### src/rtl/sai_rx_pkg.sv
package sai_rx_pkg;

  typedef enum logic [2:0] {
    FMT_I2S,
    FMT_LJ16,
    FMT_LJ18,
    FMT_LJ20,
    FMT_MSBJ
  } fmt_e;

  function automatic fmt_e decode_fmt(input logic msb_just, input logic [1:0] code);
    fmt_e f;
    if (msb_just) f = FMT_MSBJ;
    else begin
      case (code)
        2'b00:   f = FMT_I2S;
        2'b01:   f = FMT_LJ16;
        2'b10:   f = FMT_LJ18;
        default: f = FMT_LJ20;
      endcase
    end
    return f;
  endfunction

  function automatic int unsigned lj_len(input fmt_e f);
    case (f)
      FMT_LJ16: return 16;
      FMT_LJ18: return 18;
      default:  return 20;
    endcase
  endfunction

endpackage

### src/rtl/sai_rx_edge.sv
module sai_rx_edge #(
  parameter int SYNC_STAGES = 2   // at least 2
) (
  input  logic clk,
  input  logic rst_n,
  input  logic bck,
  input  logic ws,
  input  logic sd,
  output logic tick,
  output logic ws_bit,
  output logic sd_bit
);
  localparam int NSIG = 3;

  logic [NSIG-1:0] raw;
  logic [NSIG-1:0] synced;
  logic            bck_last;

  assign raw = {bck, ws, sd};

  for (genvar g = 0; g < NSIG; g++) begin : g_sync
    logic [SYNC_STAGES-1:0] chain_q;
    always_ff @(posedge clk) begin
      if (!rst_n) chain_q <= '0;
      else        chain_q <= {chain_q[SYNC_STAGES-2:0], raw[g]};
    end
    assign synced[g] = chain_q[SYNC_STAGES-1];
  end

  always_ff @(posedge clk) begin
    if (!rst_n) bck_last <= 1'b1;
    else        bck_last <= synced[2];
  end

  assign tick   = synced[2] & ~bck_last;
  assign ws_bit = synced[1];
  assign sd_bit = synced[0];


  tick_single_chk: assert property (@(posedge clk) disable iff (!rst_n)
    tick |=> !tick);

endmodule

### src/rtl/sai_rx_deser.sv
module sai_rx_deser
  import sai_rx_pkg::*;
#(
  parameter int SW = 20   // sample width, at least 20
) (
  input  logic          clk,
  input  logic          rst_n,
  input  logic          tick,
  input  logic          ws_bit,
  input  logic          sd_bit,
  input  fmt_e          fmt,
  output logic          push,
  output logic [SW-1:0] left_w,
  output logic [SW-1:0] right_w
);
  localparam int HEAD_W = SW + 1;
  localparam int CNT_W  = $clog2(HEAD_W + 1);
  localparam logic [CNT_W-1:0]  CNT_MAX = CNT_W'(HEAD_W);
  localparam logic [HEAD_W-1:0] TOP_BIT = {1'b1, {SW{1'b0}}};

  logic              armed, synced, ws_prev, left_ok;
  logic [CNT_W-1:0]  cnt;
  logic [HEAD_W-1:0] head;     // first slots of the half, left-aligned
  logic [SW-1:0]     roll;     // most recent bits, for right-aligned framing
  logic [SW-1:0]     left_hold, right_hold;
  logic [SW-1:0]     word;
  logic [HEAD_W-1:0] slot_mask;

  assign slot_mask = TOP_BIT >> cnt;

  // framing is chosen only when a half closes
  always_comb begin
    case (fmt)
      FMT_I2S:  word = head[SW-1:0];
      FMT_MSBJ: word = head[SW:1];
      default:  word = roll << (SW - lj_len(fmt));
    endcase
  end

  always_ff @(posedge clk) begin
    if (!rst_n) begin
      armed      <= 1'b0;
      synced     <= 1'b0;
      ws_prev    <= 1'b0;
      left_ok    <= 1'b0;
      cnt        <= CNT_MAX;
      head       <= '0;
      roll       <= '0;
      left_hold  <= '0;
      right_hold <= '0;
      push       <= 1'b0;
    end else begin
      push <= 1'b0;
      if (tick) begin
        roll    <= {roll[SW-2:0], sd_bit};
        ws_prev <= ws_bit;
        armed   <= 1'b1;
        if (armed && (ws_bit != ws_prev)) begin
          synced <= 1'b1;
          cnt    <= CNT_W'(1);
          head   <= {sd_bit, {SW{1'b0}}};
          if (synced) begin
            if (!ws_prev) begin
              left_hold <= word;
              left_ok   <= 1'b1;
            end else begin
              left_ok <= 1'b0;
              if (left_ok) begin
                right_hold <= word;
                push       <= 1'b1;
              end
            end
          end
        end else if (armed) begin
          if (cnt != CNT_MAX) cnt <= cnt + 1'b1;
          head <= sd_bit ? (head | slot_mask) : (head & ~slot_mask);
        end
      end
    end
  end

  assign left_w  = left_hold;
  assign right_w = right_hold;


  push_at_left_start_chk: assert property (@(posedge clk) disable iff (!rst_n)
    push |-> ($past(tick) && !$past(ws_bit)));


  push_needs_sync_chk: assert property (@(posedge clk) disable iff (!rst_n)
    push |-> $past(synced));

endmodule

### src/rtl/sai_rx_outreg.sv
module sai_rx_outreg #(
  parameter int SW = 20
) (
  input  logic          clk,
  input  logic          rst_n,
  input  logic          push,
  input  logic [SW-1:0] left_in,
  input  logic [SW-1:0] right_in,
  input  logic          ready,
  output logic          valid,
  output logic [SW-1:0] left_out,
  output logic [SW-1:0] right_out
);
  logic load;

  // a slot is free when empty or being drained this cycle
  assign load = push && (!valid || ready);

  always_ff @(posedge clk) begin
    if (!rst_n) begin
      valid     <= 1'b0;
      left_out  <= '0;
      right_out <= '0;
    end else begin
      if (load) begin
        valid     <= 1'b1;
        left_out  <= left_in;
        right_out <= right_in;
      end else if (valid && ready) begin
        valid <= 1'b0;
      end
    end
  end


  hold_while_stalled_chk: assert property (@(posedge clk) disable iff (!rst_n)
    (valid && !ready) |=> (valid && $stable(left_out) && $stable(right_out)));


  valid_from_push_chk: assert property (@(posedge clk) disable iff (!rst_n)
    $rose(valid) |-> $past(push));

endmodule

### src/rtl/serial_audio_rx.sv
module serial_audio_rx
  import sai_rx_pkg::*;
#(
  parameter int SAMPLE_W    = 20,
  parameter int SYNC_STAGES = 2
) (
  input  logic                clk,
  input  logic                rst_n,
  input  logic                bck_i,
  input  logic                ws_i,
  input  logic                sd_i,
  input  logic [1:0]          fmt_code_i,
  input  logic                msb_just_i,
  output logic                out_valid_o,
  input  logic                out_ready_i,
  output logic [SAMPLE_W-1:0] left_o,
  output logic [SAMPLE_W-1:0] right_o
);
  logic                tick, ws_bit, sd_bit, push;
  logic [SAMPLE_W-1:0] left_w, right_w;
  fmt_e                fmt;

  assign fmt = decode_fmt(msb_just_i, fmt_code_i);

  sai_rx_edge #(.SYNC_STAGES(SYNC_STAGES)) u_edge (
    .clk(clk), .rst_n(rst_n),
    .bck(bck_i), .ws(ws_i), .sd(sd_i),
    .tick(tick), .ws_bit(ws_bit), .sd_bit(sd_bit)
  );

  sai_rx_deser #(.SW(SAMPLE_W)) u_deser (
    .clk(clk), .rst_n(rst_n),
    .tick(tick), .ws_bit(ws_bit), .sd_bit(sd_bit), .fmt(fmt),
    .push(push), .left_w(left_w), .right_w(right_w)
  );

  sai_rx_outreg #(.SW(SAMPLE_W)) u_out (
    .clk(clk), .rst_n(rst_n),
    .push(push), .left_in(left_w), .right_in(right_w),
    .ready(out_ready_i), .valid(out_valid_o),
    .left_out(left_o), .right_out(right_o)
  );

endmodule

### config.mk
export PLATFORM = sky130hd
export DESIGN_NAME = serial_audio_rx
export DESIGN_NICKNAME = d
export VERILOG_FILES = /design/src/rtl/sai_rx_pkg.sv /design/src/rtl/sai_rx_edge.sv /design/src/rtl/sai_rx_deser.sv /design/src/rtl/sai_rx_outreg.sv /design/src/rtl/serial_audio_rx.sv
export SDC_FILE = /design/constraint.sdc
export NUM_CORES = 1
export LEC_CHECK = 0
export ABC_AREA = 1
export BUFFER_PORTS_ARGS = -buffer_cell sky130_fd_sc_hd__buf_2
export CAP_MARGIN = 15
export CORE_ASPECT_RATIO = 0.5
export CORE_UTILIZATION = 55
export CTS_CLUSTER_DIAMETER = 40
export CTS_CLUSTER_SIZE = 30
export DETAILED_ROUTE_END_ITERATION = 6
export PLACE_DENSITY = 0.74
export REMOVE_ABC_BUFFERS = 1
export SLEW_MARGIN = 15
export SYNTH_ARGS = -nofsm -noshare
export SYNTH_HDL_FRONTEND = slang
export SYNTH_SLANG_ARGS = --single-unit
### constraint.sdc
create_clock -name clk -period 1.8 [get_ports clk]
set_input_delay 0.27 -clock clk [delete_from_list [all_inputs] [get_ports clk]]
set_output_delay 0.27 -clock clk [all_outputs]
set_load 0.1 [all_outputs]
==> metrics.md <==
| Metric | Value |
|---|---|
| Outcome | `finished, violations left` |
| Failing checks | `design-rule violations` |
| Die Wd | `152 microns` |
| CTS root buf | `clkbuf_16` |
| Critical path fanouts, max | `23` |
| GRT Resource Usage Total | `28.0%` |
| Share of cells above drive strength 1 | `12.8%` |
| Starting density of the core | `58.6%` |
| First-pass DRT Iterations | `7` |
| Primary FF master, synth | `dfxtp_1` |
| Area grow syn2layout | `15.2%` |
| Fin crit share | `85.1%` |
| Post-CTS sizing | `0` |
| Crit path required time | `2.14 ns` |
| Most numerous cell in the Yosys netlist | `nand2_1` |
| Post-CTS Hold Buffers | `0` |
| Final count of pins violating max slew | `0` |
| First-pass GRT wire length | `25900 microns` |
| Mapped Area | `6200 sq um` |
| Post-synthesis sequential area ratio | `44.9%` |
| Synth area leaders | `dfxtp_1 45%, nand2_1 12%, o21ai_0 8.2%` |
| Slew @ Worst Pin | `0.527 ns` |
| CTS max path bufs | `2` |
| Initial DRC count | `510` |
| Ant diodes | `0` |
| Detailed-route DRC error count | `11` |
| Skew final | `0.00916 ns` |
| ANT nets after route | `0` |
| Hold_sp | `ws_i` |
| Fmax | `653 MHz` |
| Pwr/cell area | `963 nW/um^2` |
| Critical Path Sink Type | `flip-flop` |
| # setup viols final | `0` |
| Die Span Y | `77.1 microns` |
| Number of synthesized flops with an enable pin | `0` |
| IO Port Bufs | `49` |
| Finished Core Util | `67.6%` |
| FF-to-FF Start | `u_deser.armed$_SDFFE_PN0P_` |
| Total negative slack | `0 ns` |
| Postcts setup bufs | `0` |
| Setup WS pre-CTS | `0.268 ns` |
| Initial antenna violation count | `0` |
| Max VDD drop | `593 uV` |
| Hpwl dp | `10400 microns` |
| H-tree levels | `4` |
| Synth Area per Inst | `6.95 sq um` |
| TritonCTS sink count | `139` |
| Max-cap violations | `0` |
| Hold Fails Final Rpt | `0` |
| CP startpoint kind | `flip-flop` |
| IO Count | `50` |
| Largest net degree at the start of global routing | `95` |
| WL final | `15500 microns` |
| CTS tree | `built` |
| Via count | `5750` |
| Setup WS post-layout | `0.268 ns` |
| WHS | `0.0269 ns` |
| Drt wl/cell | `14.3 microns` |
| CP startpoint | `u_deser.armed$_SDFFE_PN0P_` |
| Post-Synthesis Cells | `892` |
| CTS Buf Count | `17` |
| Critical path arrival | `1.87 ns` |
| Hold crit path type | `input port to flip-flop` |
| CORE AREA | `10600 sq um` |
| Synth top area share | `44.9%` |
| Flops & latches, synth | `139` |
| Most instantiated cells after synthesis | `191 x nand2_1, 139 x dfxtp_1, 128 x nor2_1` |
| RSZ-0062 raised after global routing | `no` |
| Yosys top cell by area | `dfxtp_1` |
| GRT overflow | `0` |
| Row count | `26` |
| Fill cells | `938` |
| Static leakage | `3.17 nW` |
| Tmin final | `1.53 ns` |
| Clk slew on worst S/H paths | `0.06 ns` |
| Vias in the first global route | `5157` |
| Cell variety after synth | `25` |
| Layout Nets | `945` |
| Final Wtd Congestion | `0.918` |
| Syn. warnings | `0` |
| Kind of critical path | `flip-flop to flip-flop` |
| Clk_lat worst skew | `0.42 ns` |
| Max-slew headroom | `64.8%` |
| Vias per cell | `5.31` |
| Area of the die | `11700 sq um` |
| Synth async-reset ratio | `0%` |
final timing paths:
kind	end	slack, ns	depth (start not counted)
setup reg to reg	u_deser.head[1]$_SDFFE_PN0P_	0.27	6
setup / recovery	u_deser.head[1]$_SDFFE_PN0P_	0.27	6
hold reg to reg	u_edge.g_sync[1].chain_q[1]$_SDFF_PN0_	0.41	2
hold / removal	u_edge.g_sync[1].chain_q[0]$_SDFF_PN0_	0.03	3
critical path, stage by stage (launching register included):
cell,delay [ns]
dfxtp_1,0.42
nand3_2,0.15
buf_4,0.24
nor2_1,0.16
buf_4,0.23
nand2_1,0.07
a21oi_1,0.17
routing by layer:
layer  vias to the layer above  global-route usage (%)  routed length, microns
li1                       2961                       -                       -
met1                      2594                    39.9                    7860
met2                       185                    41.4                    6350
met3                        10                    7.52                    1190
met4                         0                    7.96                     102
met5                         -                       0                       0
where the power goes:
group	total, W	leakage, nW	switching [W]	internal, W
clock	0.00345	0.279	0.00149	0.00196
sequential	0.00311	1.12	0.0000147	0.00310
combinational	0.000314	1.77	0.000219	0.0000945
total	0.00688	3.17	0.00173	0.00515
state kept, by name (all words and copies together) (netlist names), named ones only:
signal / count
u_deser.head: 20
u_deser.left_w: 20
u_deser.right_w: 20
u_deser.roll: 20
u_out.left_out: 20
u_out.right_out: 20
u_edge.g_sync.chain_q: 6
u_deser.cnt: 5
u_deser.armed: 1
u_deser.left_ok: 1
u_deser.push: 1
u_deser.synced: 1
u_deser.ws_prev: 1
u_edge.bck_last: 1
u_out.valid: 1
layout make-up:
class	instances	area, sq um	area share (%)
sequential	139	2780	39.0
timing repair buffer	71	448	6.27
tap	140	175	2.45
clock buffer	17	425	5.96
clock inverter	15	155	2.17
multi-input combinational	619	2850	39.9
inverter	82	308	4.31
kinds of logic (layout without fill, tap and decap cells):
kind of cell	Yosys count	after routing	share of synthesized area (%)
AND/OR/NAND/NOR	411	411	27.6
AO/OA/AOI/OAI	200	200	16.9
flip-flops	139	139	44.9
buffers and inverters	134	185	9.16
adder cells (fa/ha/maj)	6	6	1.21
XOR/XNOR	2	2	0.283
layout by cell type (no fill, tap or decap):
cell | netlist | layout
buf_4 | 4 | 19
nand4_1 | 2 | 2
nor2_1 | 128 | 128
nand2_1 | 191 | 191
clkinvlp_4 | 0 | 3
o21ai_2 | 1 | 1
nand3_1 | 75 | 75
nand3b_1 | 1 | 1
nor2_2 | 2 | 2
buf_12 | 0 | 3
a22oi_1 | 2 | 2
clkinv_2 | 0 | 1
clkbuf_16 | 0 | 17
nor2_4 | 2 | 2
a21oi_1 | 80 | 80
nand3_2 | 2 | 2
inv_2 | 4 | 4
dfxtp_1 | 139 | 139
inv_1 | 78 | 78
nor3_1 | 1 | 1
xor2_1 | 2 | 2
or2_2 | 6 | 6
ha_1 | 6 | 6
o211ai_1 | 15 | 15
nand3_4 | 1 | 1
o21ai_0 | 102 | 102
clkinv_4 | 0 | 2
bufinv_16 | 0 | 1
inv_8 | 0 | 4
inv_6 | 0 | 4
buf_2 | 16 | 49
metrics by stage:
step                total power (W)  cell area, sq um  std cells
floorplan                   0.00335              5940        840
global placement            0.00349              6560       1051
detailed placement          0.00349              6560       1051
CTS                         0.00689              7140       1083
global route                0.00707              7140       1083
finish                      0.00688              7140       1083
(Power assumes the default switching activity.)
